==> src/rtl/dma_regif_pkg.sv <==
package dma_regif_pkg;
  localparam int NCH = 4;
  localparam int DW  = 8;
  localparam int VW  = 2 * DW;
  localparam int CW  = $clog2(NCH);

  typedef enum logic [3:0] {
    IDX_STAT    = 4'h8,
    IDX_SWREQ   = 4'h9,
    IDX_MASK1   = 4'hA,
    IDX_MODE    = 4'hB,
    IDX_PTRCLR  = 4'hC,
    IDX_MCLR    = 4'hD,
    IDX_UNMASK  = 4'hE,
    IDX_MASKALL = 4'hF
  } reg_idx_e;
endpackage

==> src/rtl/dma_byteptr.sv <==
module dma_byteptr (
  input  logic clk,
  input  logic rst_n,
  input  logic acc,
  input  logic clr,
  output logic lo_sel
);
  logic ptr_q, ptr_d;

  always_comb begin
    ptr_d = ptr_q;
    if (clr)      ptr_d = 1'b0;
    else if (acc) ptr_d = ~ptr_q;
  end

  always_ff @(posedge clk or negedge rst_n) begin
    if (!rst_n) ptr_q <= 1'b0;
    else        ptr_q <= ptr_d;
  end

  assign lo_sel = ~ptr_q;

  AST_PTR_TOGGLE: assert property (@(posedge clk) disable iff (!rst_n)
    (acc && !clr) |=> (ptr_q != $past(ptr_q)));
  AST_PTR_CLEAR: assert property (@(posedge clk) disable iff (!rst_n)
    clr |=> !ptr_q);
endmodule

==> src/rtl/dma_chan_regs.sv <==
module dma_chan_regs
  import dma_regif_pkg::*;
(
  input  logic              clk,
  input  logic              rst_n,
  input  logic [NCH-1:0]    wr_addr,
  input  logic [NCH-1:0]    wr_cnt,
  input  logic              lo_sel,
  input  logic [DW-1:0]     din,
  output logic [NCH*VW-1:0] base_addr,
  output logic [NCH*VW-1:0] cur_addr,
  output logic [NCH*VW-1:0] base_cnt,
  output logic [NCH*VW-1:0] cur_cnt
);
  function automatic logic [VW-1:0] put_byte(input logic [VW-1:0] old,
                                             input logic lo,
                                             input logic [DW-1:0] b);
    put_byte = lo ? {old[VW-1:DW], b} : {b, old[DW-1:0]};
  endfunction

  for (genvar i = 0; i < NCH; i++) begin : g_ch
    logic [VW-1:0] ba_q, ca_q, bc_q, cc_q;
    logic [VW-1:0] ba_d, ca_d, bc_d, cc_d;

    always_comb begin
      ba_d = ba_q;
      ca_d = ca_q;
      bc_d = bc_q;
      cc_d = cc_q;
      if (wr_addr[i]) begin
        ba_d = put_byte(ba_q, lo_sel, din);
        ca_d = put_byte(ca_q, lo_sel, din);
      end
      if (wr_cnt[i]) begin
        bc_d = put_byte(bc_q, lo_sel, din);
        cc_d = put_byte(cc_q, lo_sel, din);
      end
    end

    always_ff @(posedge clk or negedge rst_n) begin
      if (!rst_n) begin
        ba_q <= '0;
        ca_q <= '0;
        bc_q <= '0;
        cc_q <= '0;
      end else begin
        if (wr_addr[i]) begin
          ba_q <= ba_d;
          ca_q <= ca_d;
        end
        if (wr_cnt[i]) begin
          bc_q <= bc_d;
          cc_q <= cc_d;
        end
      end
    end

    assign base_addr[i*VW +: VW] = ba_q;
    assign cur_addr [i*VW +: VW] = ca_q;
    assign base_cnt [i*VW +: VW] = bc_q;
    assign cur_cnt  [i*VW +: VW] = cc_q;

    AST_ADDR_BYTE: assert property (@(posedge clk) disable iff (!rst_n)
      (wr_addr[i] && lo_sel) |=> (ca_q[DW-1:0] == $past(din)));
    AST_CNT_BYTE: assert property (@(posedge clk) disable iff (!rst_n)
      (wr_cnt[i] && !lo_sel) |=> (bc_q[VW-1:DW] == $past(din)));
  end
endmodule

==> src/rtl/dma_ctrl_bits.sv <==
module dma_ctrl_bits
  import dma_regif_pkg::*;
(
  input  logic           clk,
  input  logic           rst_n,
  input  logic           reg_wr,
  input  logic [3:0]     reg_sel,
  input  logic [DW-1:0]  din,
  input  logic           stat_rd,
  input  logic [NCH-1:0] tc_pulse,
  output logic [NCH-1:0] mask,
  output logic [NCH-1:0] autoinit,
  output logic [NCH-1:0] dir_dec,
  output logic [NCH-1:0] tc_flag,
  output logic [NCH-1:0] mask_chg
);
  logic [NCH-1:0] mask_q, mask_d, ai_q, ai_d, dir_q, dir_d, tc_q, tc_d, chg_q;
  logic [CW-1:0]  ch;
  logic           tc_clr;

  assign ch     = din[CW-1:0];
  assign tc_clr = stat_rd || (reg_wr && reg_sel == IDX_MCLR);

  always_comb begin
    mask_d = mask_q;
    ai_d   = ai_q;
    dir_d  = dir_q;
    if (reg_wr) begin
      case (reg_sel)
        IDX_MASK1:   mask_d[ch] = din[2];
        IDX_MODE: begin
          ai_d[ch]  = din[4];
          dir_d[ch] = din[5];
        end
        IDX_MCLR:    mask_d = '1;
        IDX_UNMASK:  mask_d = '0;
        IDX_MASKALL: mask_d = din[NCH-1:0];
        default: ;
      endcase
    end
    tc_d = tc_pulse | (tc_clr ? '0 : tc_q);
  end

  always_ff @(posedge clk or negedge rst_n) begin
    if (!rst_n) begin
      mask_q <= '1;
      ai_q   <= '0;
      dir_q  <= '0;
      tc_q   <= '0;
      chg_q  <= '0;
    end else begin
      mask_q <= mask_d;
      ai_q   <= ai_d;
      dir_q  <= dir_d;
      tc_q   <= tc_d;
      chg_q  <= mask_d ^ mask_q;
    end
  end

  assign mask     = mask_q;
  assign autoinit = ai_q;
  assign dir_dec  = dir_q;
  assign tc_flag  = tc_q;
  assign mask_chg = chg_q;

  AST_TC_SET: assert property (@(posedge clk) disable iff (!rst_n)
    (tc_pulse != '0) |=> ((tc_q & $past(tc_pulse)) == $past(tc_pulse)));
  AST_STAT_CLR: assert property (@(posedge clk) disable iff (!rst_n)
    (stat_rd && tc_pulse == '0) |=> (tc_q == '0));
  AST_MCLR_MASK: assert property (@(posedge clk) disable iff (!rst_n)
    (reg_wr && reg_sel == IDX_MCLR) |=> (mask_q == '1));
  AST_UNMASK_ALL: assert property (@(posedge clk) disable iff (!rst_n)
    (reg_wr && reg_sel == IDX_UNMASK) |=> (mask_q == '0));
  AST_STROBE: assert property (@(posedge clk) disable iff (!rst_n)
    chg_q == (mask_q ^ $past(mask_q)));
endmodule

==> src/rtl/dma_regif.sv <==
module dma_regif
  import dma_regif_pkg::*;
(
  input  logic              clk,
  input  logic              rst_n,
  input  logic [3:0]        reg_sel,
  input  logic              reg_wr,
  input  logic              reg_rd,
  input  logic [DW-1:0]     wr_data,
  output logic [DW-1:0]     rd_data,
  input  logic [NCH-1:0]    tc_pulse,
  input  logic [NCH-1:0]    chan_req,
  output logic [NCH*VW-1:0] base_addr,
  output logic [NCH*VW-1:0] cur_addr,
  output logic [NCH*VW-1:0] base_cnt,
  output logic [NCH*VW-1:0] cur_cnt,
  output logic [NCH-1:0]    mask,
  output logic [NCH-1:0]    autoinit,
  output logic [NCH-1:0]    dir_dec,
  output logic [NCH-1:0]    tc_flag,
  output logic [NCH-1:0]    mask_chg
);
  logic rs1_q, rs2_q, srst_n;

  always_ff @(posedge clk or negedge rst_n) begin
    if (!rst_n) begin
      rs1_q <= 1'b0;
      rs2_q <= 1'b0;
    end else begin
      rs1_q <= 1'b1;
      rs2_q <= rs1_q;
    end
  end
  assign srst_n = rs2_q;

  logic           chan_hit, acc, ptr_clr, lo_sel, stat_rd;
  logic [CW-1:0]  sel_ch;
  logic [NCH-1:0] wr_addr, wr_cnt;

  assign chan_hit = !reg_sel[3];
  assign sel_ch   = reg_sel[CW:1];
  assign acc      = chan_hit && (reg_wr || reg_rd);
  assign ptr_clr  = reg_wr && (reg_sel == IDX_PTRCLR || reg_sel == IDX_MCLR);
  assign stat_rd  = reg_rd && reg_sel == IDX_STAT;

  always_comb begin
    for (int i = 0; i < NCH; i++) begin
      wr_addr[i] = reg_wr && chan_hit && !reg_sel[0] && (sel_ch == CW'(i));
      wr_cnt[i]  = reg_wr && chan_hit &&  reg_sel[0] && (sel_ch == CW'(i));
    end
  end

  dma_byteptr u_ptr (
    .clk    (clk),
    .rst_n  (srst_n),
    .acc    (acc),
    .clr    (ptr_clr),
    .lo_sel (lo_sel)
  );

  dma_chan_regs u_regs (
    .clk       (clk),
    .rst_n     (srst_n),
    .wr_addr   (wr_addr),
    .wr_cnt    (wr_cnt),
    .lo_sel    (lo_sel),
    .din       (wr_data),
    .base_addr (base_addr),
    .cur_addr  (cur_addr),
    .base_cnt  (base_cnt),
    .cur_cnt   (cur_cnt)
  );

  dma_ctrl_bits u_ctrl (
    .clk      (clk),
    .rst_n    (srst_n),
    .reg_wr   (reg_wr),
    .reg_sel  (reg_sel),
    .din      (wr_data),
    .stat_rd  (stat_rd),
    .tc_pulse (tc_pulse),
    .mask     (mask),
    .autoinit (autoinit),
    .dir_dec  (dir_dec),
    .tc_flag  (tc_flag),
    .mask_chg (mask_chg)
  );

  logic [VW-1:0] rd_word;
  always_comb begin
    rd_word = reg_sel[0] ? cur_cnt[sel_ch*VW +: VW] : cur_addr[sel_ch*VW +: VW];
    rd_data = '0;
    if (reg_rd) begin
      if (chan_hit)     rd_data = lo_sel ? rd_word[DW-1:0] : rd_word[VW-1:DW];
      else if (stat_rd) rd_data = {chan_req, tc_flag};
      else              rd_data = '1;
    end
  end

  AST_UNDEF_READ: assert property (@(posedge clk) disable iff (!srst_n)
    (reg_rd && reg_sel > IDX_STAT) |-> (rd_data == '1));
  AST_IDLE_READ: assert property (@(posedge clk) disable iff (!srst_n)
    !reg_rd |-> (rd_data == '0));
endmodule

==> config.mk <==
export PLATFORM = sky130hd
export DESIGN_NAME = dma_regif
export DESIGN_NICKNAME = d
export VERILOG_FILES = /design/src/rtl/dma_regif_pkg.sv /design/src/rtl/dma_byteptr.sv /design/src/rtl/dma_chan_regs.sv /design/src/rtl/dma_ctrl_bits.sv /design/src/rtl/dma_regif.sv
export SDC_FILE = /design/constraint.sdc
export NUM_CORES = 1
export LEC_CHECK = 0
export BUFFER_PORTS_ARGS = -buffer_cell sky130_fd_sc_hd__buf_4
export CORE_UTILIZATION = 50
export CTS_CLUSTER_SIZE = 14
export DETAILED_ROUTE_END_ITERATION = 8
export GPL_ROUTABILITY_DRIVEN = 0
export PLACE_DENSITY_LB_ADDON = 0.3
export SLEW_MARGIN = 20
export SYNTH_ARGS = -nofsm -noshare
export SYNTH_HDL_FRONTEND = slang
export SYNTH_SLANG_ARGS = --single-unit
==> constraint.sdc <==
create_clock -name clk -period 5.4 [get_ports clk]
set_clock_uncertainty 0.15 [all_clocks]
set_input_delay 0.54 -clock clk [delete_from_list [all_inputs] [get_ports clk]]
set_output_delay 0.54 -clock clk [all_outputs]
set_load 0.02 [all_outputs]
Word level (Yosys, flattened, before mapping)
Cells that the tools add are included.
{"block": "word_totals", "ff_bits": 151, "input_bits": 24, "out_inout_bits": 284}
{"block": "classes", "magnitude_cmp": 2, "n_eq_ne": 10, "n_shift": 2, "mux": 15, "bitwise": 3, "reduce_logical": 40}
{"op": "variable part select 64 x 7 -> 16 bit", "n": 2}
{"op": "AND reduction 2 bit", "n": 17}
{"op": "2-to-1 mux 8 bit", "n": 4}
{"op": "equality test 4 bit (second input constant)", "n": 7}
{"op": "logical AND 1 bit", "n": 16}
{"op": "2-to-1 mux 16 bit", "n": 1}
{"op": "case mux 4 bit (4 select lines)", "n": 1}
{"op": "bitwise mux 4 bit", "n": 3}
{"op": "2-to-1 mux 4 bit", "n": 2}
{"op": "equality test 2 bit (second input constant)", "n": 2}
{"op": "bitwise OR 4 bit", "n": 1}
{"op": "XOR 4 bit", "n": 1}
{"op": "logical OR 1 bit", "n": 3}
{"op": "less-than comparator 2 x 3 -> 1 bit (second input constant)", "n": 1}
{"op": "2-to-1 mux 1 bit", "n": 3}
{"op": "demux 1 bit (select 2 bit)", "n": 1}
{"op": "equality test 2 x 1 -> 1 bit (second input constant)", "n": 1}
{"op": ">= comparator 2 x 1 -> 1 bit (second input constant)", "n": 1}
{"op": "zero test 1 bit", "n": 2}
{"op": "zero test 2 bit", "n": 1}
{"op": "nonzero test 2 bit", "n": 1}
{"op": "NOT 1 bit", "n": 1}

Longest topological paths before layout
{"block": "logic_depth", "word_depth": 8, "mapped_depth": 7, "ltp_nobuf": 4}

Modules after synthesis
Synthesis repeated with hierarchy kept, for this count alone.
{"block": "hier_totals", "hier_cells": 649, "area_unflattened_um2": 8324.2}
{"module": "dma_chan_regs", "instances": 1, "cells_each": 417, "area_per_inst_um2": 5798.1, "seq_area_each_um2": 3203.1}
{"module": "dma_regif", "instances": 1, "cells_each": 134, "area_per_inst_um2": 1426.4, "seq_area_each_um2": 50.0}
{"module": "dma_ctrl_bits", "instances": 1, "cells_each": 94, "area_per_inst_um2": 1058.5, "seq_area_each_um2": 505.5}
{"module": "dma_byteptr", "instances": 1, "cells_each": 4, "area_per_inst_um2": 41.3, "seq_area_each_um2": 25.0}

Worst setup path before layout
OpenSTA, ideal clock, no wires.
{"block": "synth_timing", "path_kind": "input to output", "startpoint": "input port reg_sel[0]", "endpoint": "output port rd_data[0]", "arrival_ns": 1.861, "slack_ns": 2.849, "path_stages": 5, "path_cell_list": "buf_2 > buf_4 > mux4_2 > a311oi_1 > a21oi_1"}
{"block": "synth_via", "elab_chain_len": 5}
{"item": "start, declared", "line_no": "dma_regif.sv:6", "text": "input logic [3:0] reg_sel,"}
{"item": "equality test 4 bit", "line_no": "dma_regif.sv:44", "text": "assign stat_rd = reg_rd && reg_sel == IDX_STAT;"}
{"item": "logical AND 1 bit", "line_no": "dma_regif.sv:44"}
{"item": "2-to-1 mux 8 bit", "line_no": "dma_regif.sv:95", "text": "else if (stat_rd) rd_data = {chan_req, tc_flag};"}
{"item": "2-to-1 mux 8 bit *", "line_no": "dma_regif.sv:94", "text": "if (chan_hit) rd_data = lo_sel ? rd_word[DW-1:0] : rd_word[VW-1:DW];"}
{"item": "2-to-1 mux 8 bit *", "line_no": "dma_regif.sv:93", "text": "if (reg_rd) begin"}
{"item": "end, declared", "line_no": "dma_regif.sv:10", "text": "output logic [DW-1:0] rd_data,"}
Every way passes the cells marked *; elsewhere a longest branch is shown, timed or not.

Worst setup path in the final report
{"block": "layout_timing", "startpoint": "register u_ptr.ptr_q", "endpoint": "output port rd_data[0]"}
{"block": "layout_via", "elab_chain_len": 3}
{"item": "start, declared", "line_no": "dma_byteptr.sv:8", "text": "logic ptr_q, ptr_d;"}
{"item": "start signal, assigned", "line_no": "dma_byteptr.sv:18", "text": "else ptr_q <= ptr_d;"}
{"item": "2-to-1 mux 8 bit (2 in series)", "line_no": "dma_regif.sv:94"}
{"item": "2-to-1 mux 8 bit", "line_no": "dma_regif.sv:93"}
Every way passes these cells.

==> results.toml <==
[status]
run_status = "completed"

[sta]
worst_slew_pin_slew_ps = 1050
slew_headroom_pct = 29.8
holdWs_ps = 142
setup_tns_ps = 0
hold_viol = 0
slew_violations = 0
period_minus_slack_ps = 3080
rsz0062_at_grt = "no"
period_share_pct = 57.0
setup_viol = 0
max_freq_ghz = 0.325

[logic_synthesis]
synthAdderAreaFrac_pct = 0
synthSimpleGateAreaFrac_pct = 4.55
synth_top_family_by_area = "multiplexers"
synthXorXnorAreaFrac_pct = 0
yosysUniqueCellTypes = 45
synthesis.area_mm2 = 0.00805
synth_mux_area_share_pct = 28.9
synth_compound_area_share_pct = 5.24
synth_nets = 654
syn-instance-count = 630
seq_area_frac_synth_pct = 47.0
ys_ff_latch = 151
yosysWarnings = 0
synth.avg_cell_area_um2 = 12.8

[clock_tree]
clock-sinks = 151
post-cts-setup-buffer-count = 0
cts_tree = "built"
path_clk_slew_ps = 60
clockBufferDepth = 2
worstSkewPairLatency_ps = 420
htree_num_levels = 4
cts_root_buf = "clkbuf_16"
post_cts_resized = 0
cts_made_buffers = 17

[global_routing]
grt_overflow = 0
grt_usage_pct = 27.4
grt_pass1_vias = 5583
grt_max_degree = 61
antenna_found_initial = 0
grt_pass1_wl_um = 33100

[job]
drv_cap = 0

[placed_design]
port_buffers = 307
hpwl_um = 16100

[drt]
antenna_left = 0
vias = 5720
drc_errors = 0
vias_per_cell = 5.60
first_pass_iters = 6
finalWirelength_um = 22400
drt-initial-drc-count = 316
wl_per_cell_um = 22.0

[floorplan]
row_count = 46
die_x_um = 129
die-area_mm2 = 0.0166
initial_utilization_pct = 50.9
io_pins = 308
die_h_um = 129
design.core.area_mm2 = 0.0158

[finish]
syn_to_final_growth_pct = 25.9
final_common_cell = "buf_4"
insertedDiodeCount = 0
layout_common_cells = "buf_4, dfrtp_1, mux2_2"
finalNetCount = 817
drive_above_1_share_pct = 64.8

[power]
p_sw_share_pct = 37.8
clockPowerShare_pct = 23.8
vdd_drop_max_mv = 0.287
p_per_area_mw_per_mm2 = 519
seq_power_share_pct = 34.2
p_int_w = 0.00327
power_frac_comb_pct = 42.0
power.leakage_nw = 4.99
switching_power_w = 0.00199

[critical_path]
crit_fanout = 16
critPathRequiredTime_ps = 4710
crit_type = "reg -> out"
arrival_ps = 2390
end_kind = "primary output"
startpoint_type = "flop"

[hold_path]
hp-class = "in -> reg"
-- routing by layer --
metal	GRT usage, %	vias to the layer above	wire length, um
met1	36.4	2979	9310
met5	0	-	0
met3	4.32	22	1310
met2	45.9	271	11400
met4	9.48	0	375
li1	-	2448	-
-- power groups by stage --
stage	clock network (W)	logic, W	registers (W)
floorplan	0	0.00122	0.00205
global placement	0	0.00218	0.00179
detailed placement	0	0.00221	0.00182
CTS	0.00127	0.00222	0.00180
global route	0.00132	0.00231	0.00184
finish	0.00125	0.00221	0.00180
-- cell families after synthesis --
kind of cell | Yosys count
multiplexers | 187
flip-flops | 151
buffers and inverters | 168
AO/OA/AOI/OAI | 64
other | 1
AND/OR/NAND/NOR | 59
-- state kept, by name (all words and copies together) (netlist names) --
signal	count
u_ctrl.dir_dec	4
u_regs.g_ch.ca_q	24
u_ctrl.mask	4
u_regs.g_ch.bc_q	32
rs1_q	1
rs2_q	1
u_ctrl.mask_chg	4
u_ctrl.autoinit	4
u_ptr.ptr_q	1
u_regs.g_ch.ba_q	40
u_regs.g_ch.cc_q	32
u_ctrl.tc_flag	4
-- cell usage after synthesis, drive strengths merged --
| cell type | count | share of area (%) |
|---|---|---|
| nor3b | 4 | 0.58 |
| o21ai | 13 | 0.81 |
| clkbuf | 21 | 0.98 |
| dfrtp | 147 | 46 |
| buf | 145 | 13 |
| nand4b | 1 | 0.11 |
| o21a | 3 | 0.28 |
| conb | 1 | 0.047 |
| a22oi | 10 | 0.93 |
| a311oi | 6 | 0.65 |
| nor2b | 12 | 1.0 |
| nor2 | 9 | 0.45 |
| mux2 | 141 | 20 |
| nand2 | 17 | 0.98 |
| a21o | 6 | 0.56 |
| a31oi | 2 | 0.16 |
| nand2b | 4 | 0.31 |
| or3 | 2 | 0.16 |
| o22ai | 6 | 0.47 |
| nand3 | 2 | 0.19 |
| nand4 | 1 | 0.16 |
| mux4 | 22 | 6.2 |
| nor3 | 2 | 0.19 |
| dfstp | 4 | 1.3 |
| o21ba | 1 | 0.12 |
| o211ai | 1 | 0.093 |
| a22o | 1 | 0.11 |
| or3b | 1 | 0.11 |
| and2 | 3 | 0.23 |
| inv | 2 | 0.093 |
| a21oi | 12 | 0.75 |
| a222oi | 1 | 0.12 |
| mux2i | 24 | 3.0 |
| o21bai | 2 | 0.19 |
| and3 | 1 | 0.078 |
-- timing repair --
item	CTS	global route
hold buffers	1	0
setup endpoints to repair	0	0
endpoints found under the hold margin	2	0
-- per-stage QoR --
| stage | setup slack [ps] | util (%) | instance area, um2 | std cells | power (W) |
|---|---|---|---|---|---|
| floorplan | 738 | - | 8050 | 630 | 0.00327 |
| global placement | 2350 | 60.0 | 9500 | 989 | 0.00398 |
| detailed placement | 2330 | 60.0 | 9500 | 989 | 0.00403 |
| CTS | 2330 | 64.0 | 10100 | 1021 | 0.00529 |
| global route | 2230 | 64.0 | 10100 | 1021 | 0.00547 |
| finish | 2320 | 64.0 | 10100 | 1021 | 0.00526 |
-- final timing paths --
| kind | startpoint | endpoint | slack [ps] | cells after the start |
|---|---|---|---|---|
| setup / recovery | u_ptr.ptr_q | rd_data[0] | 2320 | 5 |
| hold reg to reg | rs2_q | u_regs.g_ch[0].bc_q[11] | 170 | 0 |
| min in group asynchronous | rs2_q | u_regs.g_ch[0].bc_q[11] | 170 | 0 |
| hold / removal | tc_pulse[0] | u_ctrl.tc_flag[0] | 140 | 2 |
| max in group asynchronous | rs2_q | u_regs.g_ch[0].ba_q[1] | 3770 | 1 |
| setup reg to reg | u_ptr.ptr_q | u_regs.g_ch[1].bc_q[9] | 2490 | 4 |
-- critical path, cell delays in order, from the launching register on --
cell	delay [ps]
dfrtp_1	600
or3b_2	620
o22ai_1	210
a311oi_1	90
a21oi_1	260
buf_4	190
-- cell type report --
class | count | area, um2
Clock buffer | 23 | 478
Clock inverter | 8 | 146
Fill cell | 1229 | 5690
Inverter | 2 | 7.51
Multi-Input combinational cell | 311 | 3120
Sequential cell | 151 | 3790
Tap cell | 216 | 270
Timing Repair Buffer | 310 | 2330
Power figures use the tool's default switching activity.
